$ cat src/rtl/nfc_regs_pkg.sv
`timescale 1ns/1ps
package nfc_regs_pkg;
  localparam int unsigned REG_AW = 3;
  typedef logic [REG_AW-1:0] reg_addr_t;

  localparam reg_addr_t A_CMD  = 3'd0;
  localparam reg_addr_t A_KEY  = 3'd1;
  localparam reg_addr_t A_CFG  = 3'd2;
  localparam reg_addr_t A_TIM  = 3'd3;
  localparam reg_addr_t A_MASK = 3'd4;
  localparam reg_addr_t A_STAT = 3'd5;
  localparam reg_addr_t A_LIVE = 3'd6;
  localparam reg_addr_t A_CE   = 3'd7;

  // interrupt level from flags and enables
  function automatic logic any_pending(input logic [31:0] st, input logic [31:0] mk);
    return |(st & mk);
  endfunction

  // one sticky flag: read clear first, then a new event sets it again
  function automatic logic sticky_next(input logic cur, input logic evt, input logic rd_clr);
    return (cur & ~rd_clr) | evt;
  endfunction
endpackage

$ cat src/rtl/nfc_key_lock.sv
`timescale 1ns/1ps
module nfc_key_lock #(
  parameter int unsigned KEY_W = 16,
  parameter logic [KEY_W-1:0] KEY_VAL = 16'hA25E
) (
  input  logic             clk,
  input  logic             rst_n,
  input  logic             clr,
  input  logic             key_wr,
  input  logic [KEY_W-1:0] key_data,
  input  logic             guard_wr,
  output logic             open_o
);
  always_ff @(posedge clk) begin
    if (!rst_n)        open_o <= 1'b0;
    else if (clr)      open_o <= 1'b0;
    else if (key_wr)   open_o <= (key_data == KEY_VAL);
    else if (guard_wr) open_o <= 1'b0;
  end
endmodule

$ cat src/rtl/nfc_guard_reg.sv
`timescale 1ns/1ps
module nfc_guard_reg #(
  parameter int unsigned W = 4
) (
  input  logic         clk,
  input  logic         rst_n,
  input  logic         clr,
  input  logic         we,
  input  logic [W-1:0] d,
  output logic [W-1:0] q
);
  always_ff @(posedge clk) begin
    if (!rst_n)   q <= '0;
    else if (clr) q <= '0;
    else if (we)  q <= d;
  end
endmodule

$ cat src/rtl/nfc_irq_unit.sv
`timescale 1ns/1ps
module nfc_irq_unit import nfc_regs_pkg::*; #(
  parameter int unsigned EVT_N = 6
) (
  input  logic             clk,
  input  logic             rst_n,
  input  logic             clr,
  input  logic [EVT_N-1:0] evt,
  input  logic             rd_clr,
  input  logic             mask_we,
  input  logic [EVT_N-1:0] mask_d,
  output logic [EVT_N-1:0] mask_q,
  output logic [EVT_N-1:0] stat_q,
  output logic             irq_o
);
  for (genvar i = 0; i < EVT_N; i++) begin : g_flag
    logic flag_q;
    always_ff @(posedge clk) begin
      if (!rst_n)   flag_q <= 1'b0;
      else if (clr) flag_q <= 1'b0;
      else          flag_q <= sticky_next(flag_q, evt[i], rd_clr);
    end
    assign stat_q[i] = flag_q;
  end

  always_ff @(posedge clk) begin
    if (!rst_n)       mask_q <= '0;
    else if (clr)     mask_q <= '0;
    else if (mask_we) mask_q <= mask_d;
  end

  assign irq_o = any_pending(32'(stat_q), 32'(mask_q));
endmodule

$ cat src/rtl/nfc_cfg_regs.sv
`timescale 1ns/1ps
module nfc_cfg_regs import nfc_regs_pkg::*; #(
  parameter int unsigned DATA_W  = 32,
  parameter int unsigned EVT_N   = 6,
  parameter int unsigned CFG_W   = 4,
  parameter int unsigned TIM_W   = 26,
  parameter int unsigned KEY_W   = 16,
  parameter logic [KEY_W-1:0] KEY_VAL = 16'hA25E,
  parameter int unsigned CMD_W   = 8,
  parameter logic [CMD_W-1:0] RST_CMD = 8'hFF
) (
  input  logic              clk,
  input  logic              rst_n,
  input  logic [REG_AW-1:0] bus_addr,
  input  logic              bus_wr,
  input  logic              bus_rd,
  input  logic [DATA_W-1:0] bus_wdata,
  output logic [DATA_W-1:0] bus_rdata,
  input  logic [EVT_N-1:0]  evt_pulse,
  input  logic              nand_rdy,
  input  logic              ctrl_rdy,
  output logic [CFG_W-1:0]  if_cfg,
  output logic [TIM_W-1:0]  tim_cfg,
  output logic              ce_normal,
  output logic              irq,
  output logic              soft_rst
);
  localparam int unsigned USED_W = TIM_W;

  // named events for the checker
  logic wr_guard_hit, lock_open, sreset_now, stat_rd_clr;
  logic cfg_commit, tim_commit;
  logic [EVT_N-1:0] stat_bits, mask_bits;
  logic [DATA_W-1:0] rd_word;
  logic unused_wdata;

  assign unused_wdata = ^bus_wdata[DATA_W-1:USED_W];
  assign wr_guard_hit = bus_wr && (bus_addr == A_CFG || bus_addr == A_TIM);
  assign sreset_now   = bus_wr && (bus_addr == A_CMD) && (bus_wdata[CMD_W-1:0] == RST_CMD);
  assign cfg_commit   = bus_wr && (bus_addr == A_CFG) && lock_open;
  assign tim_commit   = bus_wr && (bus_addr == A_TIM) && lock_open;
  assign stat_rd_clr  = bus_rd && (bus_addr == A_STAT);

  nfc_key_lock #(.KEY_W(KEY_W), .KEY_VAL(KEY_VAL)) u_lock (
    .clk(clk), .rst_n(rst_n), .clr(sreset_now),
    .key_wr(bus_wr && bus_addr == A_KEY), .key_data(bus_wdata[KEY_W-1:0]),
    .guard_wr(wr_guard_hit), .open_o(lock_open)
  );

  nfc_guard_reg #(.W(CFG_W)) u_cfg (
    .clk(clk), .rst_n(rst_n), .clr(sreset_now), .we(cfg_commit),
    .d(bus_wdata[CFG_W-1:0]), .q(if_cfg)
  );

  nfc_guard_reg #(.W(TIM_W)) u_tim (
    .clk(clk), .rst_n(rst_n), .clr(sreset_now), .we(tim_commit),
    .d(bus_wdata[TIM_W-1:0]), .q(tim_cfg)
  );

  nfc_irq_unit #(.EVT_N(EVT_N)) u_irq (
    .clk(clk), .rst_n(rst_n), .clr(sreset_now), .evt(evt_pulse),
    .rd_clr(stat_rd_clr), .mask_we(bus_wr && bus_addr == A_MASK),
    .mask_d(bus_wdata[EVT_N-1:0]), .mask_q(mask_bits), .stat_q(stat_bits),
    .irq_o(irq)
  );

  always_ff @(posedge clk) begin
    if (!rst_n) begin
      ce_normal <= 1'b0;
      soft_rst  <= 1'b0;
    end else begin
      soft_rst <= sreset_now;
      if (sreset_now)                    ce_normal <= 1'b0;
      else if (bus_wr && bus_addr == A_CE) ce_normal <= bus_wdata[0];
    end
  end

  always_comb begin
    rd_word = '0;
    unique case (bus_addr)
      A_KEY:   rd_word = DATA_W'(lock_open);
      A_CFG:   rd_word = DATA_W'(if_cfg);
      A_TIM:   rd_word = DATA_W'(tim_cfg);
      A_MASK:  rd_word = DATA_W'(mask_bits);
      A_STAT:  rd_word = DATA_W'(stat_bits);
      A_LIVE:  rd_word = DATA_W'({ctrl_rdy, nand_rdy});
      A_CE:    rd_word = DATA_W'(ce_normal);
      default: rd_word = '0;
    endcase
  end

  always_ff @(posedge clk) begin
    if (!rst_n) bus_rdata <= '0;
    else        bus_rdata <= bus_rd ? rd_word : '0;
  end
endmodule

$ cat config.mk
export PLATFORM = sky130hd
export DESIGN_NAME = nfc_cfg_regs
export DESIGN_NICKNAME = d
export VERILOG_FILES = /design/src/rtl/nfc_regs_pkg.sv /design/src/rtl/nfc_key_lock.sv /design/src/rtl/nfc_guard_reg.sv /design/src/rtl/nfc_irq_unit.sv /design/src/rtl/nfc_cfg_regs.sv
export SDC_FILE = /design/constraint.sdc
export NUM_CORES = 1
export LEC_CHECK = 0
export ABC_AREA = 1
export BUFFER_PORTS_ARGS = -buffer_cell sky130_fd_sc_hd__buf_2
export CAP_MARGIN = 20
export CORE_ASPECT_RATIO = 0.8
export CORE_MARGIN = 10
export CORE_UTILIZATION = 48
export CTS_CLUSTER_DIAMETER = 100
export DETAILED_ROUTE_END_ITERATION = 6
export GPL_TIMING_DRIVEN = 0
export PLACE_DENSITY = 0.85
export REMOVE_ABC_BUFFERS = 1
export SLEW_MARGIN = 20
export SYNTH_ARGS = -nofsm -noshare
export SYNTH_HDL_FRONTEND = slang
export SYNTH_SLANG_ARGS = --single-unit
export TNS_END_PERCENT = 20
$ cat constraint.sdc
create_clock -name clk -period 1.6 [get_ports clk]
set_input_delay 0.32 -clock clk [delete_from_list [all_inputs] [get_ports clk]]
set_output_delay 0.32 -clock clk [all_outputs]
set_load 0.01 [all_outputs]
==> run summary <==
The H-tree was split into 3 levels. The run gives 1.28 ns as the endpoint required time on the critical path. After detailed placement, the total cell area comes to 0.00325 mm2.

The biggest area contributor in the post-synthesis netlist is sky130_fd_sc_hd__dfxtp_1. Number of hold buffers added after CTS: 0. Yosys attributes the largest share of cell area to sky130_fd_sc_hd__dfxtp_1, sky130_fd_sc_hd__nand2_1, sky130_fd_sc_hd__a21oi_1. The tool flagged a number of max-cap violations equal to 0. Counting cells, the worst reg-to-reg path comes to 5.

The overall overflow remaining after global route was 0; the routed wire length per instance was 14.7 um. The die is 105 um wide. The run gives 0.486 as the register share of total power. Counting every sink on the clock net gives 71.

The number of cells on the worst hold path was 3. Root buffer cell: sky130_fd_sc_hd__clkbuf_8. Once the clock tree was built, the resizer swapped 0 gates to a different size. STA classifies the critical path startpoint as a flop. Count of port buffers added during placement: 99.

By count the netlist is led by sky130_fd_sc_hd__nand2_1, sky130_fd_sc_hd__dfxtp_1, sky130_fd_sc_hd__nor2_1. Proportion of synthesized flip-flops having asynchronous set or reset: 0. Most common flop cell mapped by yosys: sky130_fd_sc_hd__dfxtp_1. The path with the worst hold slack has its endpoint at u_irq.g_flag[4].flag_q.

The peak fanout along the critical path came out at 3. The startpoint identified for the worst register-to-register timing path is u_lock.open_o. Summing every instance area after synthesis gives 0.00280 mm2. The aggregate routed wire length is 8100 um. The final weighted congestion in routability-driven placement is 0.863.

The area share of the largest cell type after synthesis works out to 0.507. The routed layout has 2739 vias. Maximum clock frequency: 670 MHz.

The logs give 0 for the number of antenna violations at the first check in global routing and 1.64 nW for the leakage power figure. The first global-routing pass estimated 12600 um of wire. On the final layout, the worst clock skew is 0.00564 ns. Entering global routing, the biggest net connects 45 pins. The run gives 0.00931 mm2 as the area of the die. The post-route standard cell area excluding fillers was 0.00350 mm2; the switching power as a share of total power was 0.219. The number of detailed-route iterations in the first pass is 5. The period utilization came out at 0.933. The effective utilization at floorplan is 0.505. The run gives 809 uW as the switching component of the power. Number of remaining DRC errors: 0. The core utilization of the finished layout came out at 0.631.

Yosys printed 0 warnings. TritonCTS built the clock tree. The part of the power in the clock network was 0.459; the count of final setup violators was 0. Detailed placement finished with a half-perimeter wire length of 5800 um.

The tools report the maximum vdd drop as 0.630 mV. After layout, the minimum clock period comes to 1.49 ns. Total power for the finished layout comes to 3.69 mW.

The I/O pin count was 112. The logs give 0.169 for the total routing resource utilization after global routing and 0.055 for the part of the power in combinational logic. At the pin with the least slew margin, the transition time is 0.797 ns. Post-CTS timing repair inserted 0 buffers for setup. Compared with the post-synthesis result, the final layout area differs by 25.0%. The internal power component was 2.88 mW; the number of nets still failing antenna checks after routing was 0.

The flow ran to the end, and the final reports show no timing, DRC or antenna violations. Yosys mapped a number of flops with a built-in enable equal to 0. The tools report the count of standard-cell rows as 24.

The worst register-to-register path ends at u_tim.q[11]. In this run the most critical hold path is launched from evt_pulse[4]. The fraction of layout cells with a size suffix above 1 came out at 0.272. The worst setup path is captured at an output pin.

The area of the placeable core is 0.00556 mm2. The total count of max-transition violations in the final report is 0. The worst slew slack as a fraction of its limit came out at 0.468. The sum of negative setup slack is 0 ns. Counting the buffers created by CTS gives 9. Before CTS, the worst setup slack after placement is -0.338 ns. For the worst setup path, the data arrival time is 1.17 ns. In this run the worst hold path is classified as input port to flop. The number of global-route vias before repair was 2560; the clock slew at the register clock pins of the worst setup and hold paths was 0.08 ns.

For the share of synthesized area occupied by flip-flops and latches, the log shows 0.507. The final number of hold-violating endpoints is 0, and the number of unique standard cell types used by synthesis is 24. The power density over the cells was 1050 mW/mm2.

At the later pin of the worst-skew pair, clock insertion delay measures 0.34 ns. The per-instance average area after synthesis was 7.55 um2. The first routing iteration left 166 violations.

The longest clock path from root to sink contains 2 buffers. After detailed routing, the number of vias per cell comes to 4.99. For the number of antenna diodes, the log shows 0.

Setup repair after global routing left no endpoint under its margin. The worst setup slack after layout came out at 0.108 ns. By startpoint and endpoint, the worst setup path is classified as flop to output pin.

Counting flops and latches in the post-synthesis netlist gives 71. The post-layout net count was 513; the die outline height was 88.3 um. Synthesis produced 371 cells. Among all cell types in the netlist, the one instantiated most often is sky130_fd_sc_hd__nand2_1.

For flop-to-flop paths, the worst setup slack is 0.21 ns.
[power groups by stage]
| stage | clock network, mW | registers [mW] | logic (mW) |
|---|---|---|---|
| finish | 1.70 | 1.79 | 0.202 |
| global route | 1.80 | 1.80 | 0.224 |
| CTS | 1.73 | 1.79 | 0.198 |
| detailed placement | 0 | 1.83 | 0.197 |
| global placement | 0 | 1.83 | 0.193 |
| floorplan | 0 | 1.83 | 0.0925 |
[worst max-delay path by stage]
stage,slack (ns),to,startpoint
2_1_floorplan,0.29,u_tim.q[0],bus_addr[2]
3_3_place_gp,-0.32,u_tim.q[19],bus_addr[2]
3_5_place_dp,-0.34,u_tim.q[11],bus_addr[2]
4_1_cts,0.02,u_tim.q[11],bus_addr[2]
5_1_grt,0.03,irq,u_irq.g_flag[0].flag_q
6_report,0.11,irq,u_irq.g_flag[0].flag_q
[cell families (layout without fill, tap and decap cells)]
kind of cell / after synthesis / after routing / synth area share
AOI/OAI and AO/OA: 46 / 46 / 0.0821
and+or+nand+nor: 213 / 214 / 0.323
other: 1 / 6 / 0.00134
DFF: 71 / 71 / 0.507
buffers and inverters: 40 / 134 / 0.0866
[routing by layer]
metal,vias up,track usage,wire (um)
li1,1346,-,-
met1,1254,0.201,3440
met2,128,0.270,3660
met3,11,0.0697,879
met4,0,0.0597,121
met5,-,0,0
[stage by stage]
step / std cells / hold WS (ns)
2_1_floorplan: 355 / 0.432
3_5_place_dp: 532 / 0.441
6_report: 549 / 0.194
3_3_place_gp: 532 / 0.436
5_1_grt: 549 / 0.195
4_1_cts: 548 / 0.181
[critical path, cell delays in order (launching register included)]
cell and delay (ns):
sky130_fd_sc_hd__dfxtp_1 0.34, sky130_fd_sc_hd__nand2_1 0.10, sky130_fd_sc_hd__nand2_1 0.06, sky130_fd_sc_hd__a21oi_1 0.11
sky130_fd_sc_hd__nand4_1 0.08, sky130_fd_sc_hd__buf_2 0.15
[flip-flops by register name, indices dropped and copies added, names as in the netlist]
name and flops:
u_irq.mask_q 6, soft_rst 1, u_lock.open_o 1, u_tim.q 26, ce_normal 1, u_cfg.q 4, u_irq.g_flag.flag_q 6, bus_rdata 26
[final cells by class]
type | count | area [um2]
fill | 524 | 2050
sequential | 71 | 1420
multi-input combinational | 266 | 1170
timing repair buffer | 99 | 495
clock buffer | 10 | 128
clock inverter | 6 | 109
tap | 78 | 97.6
inverter | 19 | 78.8
[layout by cell type, fill, tap and decap left out]
cell                          n
sky130_fd_sc_hd__inv_2        3
sky130_fd_sc_hd__a21oi_1     46
sky130_fd_sc_hd__nor2_8       1
sky130_fd_sc_hd__inv_1       14
sky130_fd_sc_hd__inv_6        1
sky130_fd_sc_hd__nand3_4      1
sky130_fd_sc_hd__inv_4        1
sky130_fd_sc_hd__clkbuf_1     1
sky130_fd_sc_hd__dfxtp_1     71
sky130_fd_sc_hd__clkbuf_8     9
sky130_fd_sc_hd__nand2b_1     1
sky130_fd_sc_hd__clkinv_4     1
sky130_fd_sc_hd__nor3_1       1
sky130_fd_sc_hd__conb_1       6
sky130_fd_sc_hd__nand2_2      1
sky130_fd_sc_hd__nand4_1      9
sky130_fd_sc_hd__nor2_1      47
sky130_fd_sc_hd__nand2_1    137
sky130_fd_sc_hd__nand2_4      2
sky130_fd_sc_hd__clkinv_2     2
sky130_fd_sc_hd__buf_2       99
sky130_fd_sc_hd__nor3_2       1
sky130_fd_sc_hd__nor2_4       3
sky130_fd_sc_hd__nand3b_1     1
sky130_fd_sc_hd__nand3_1      9
sky130_fd_sc_hd__bufinv_16    3
Note: power is estimated with default switching activity, not from simulation.
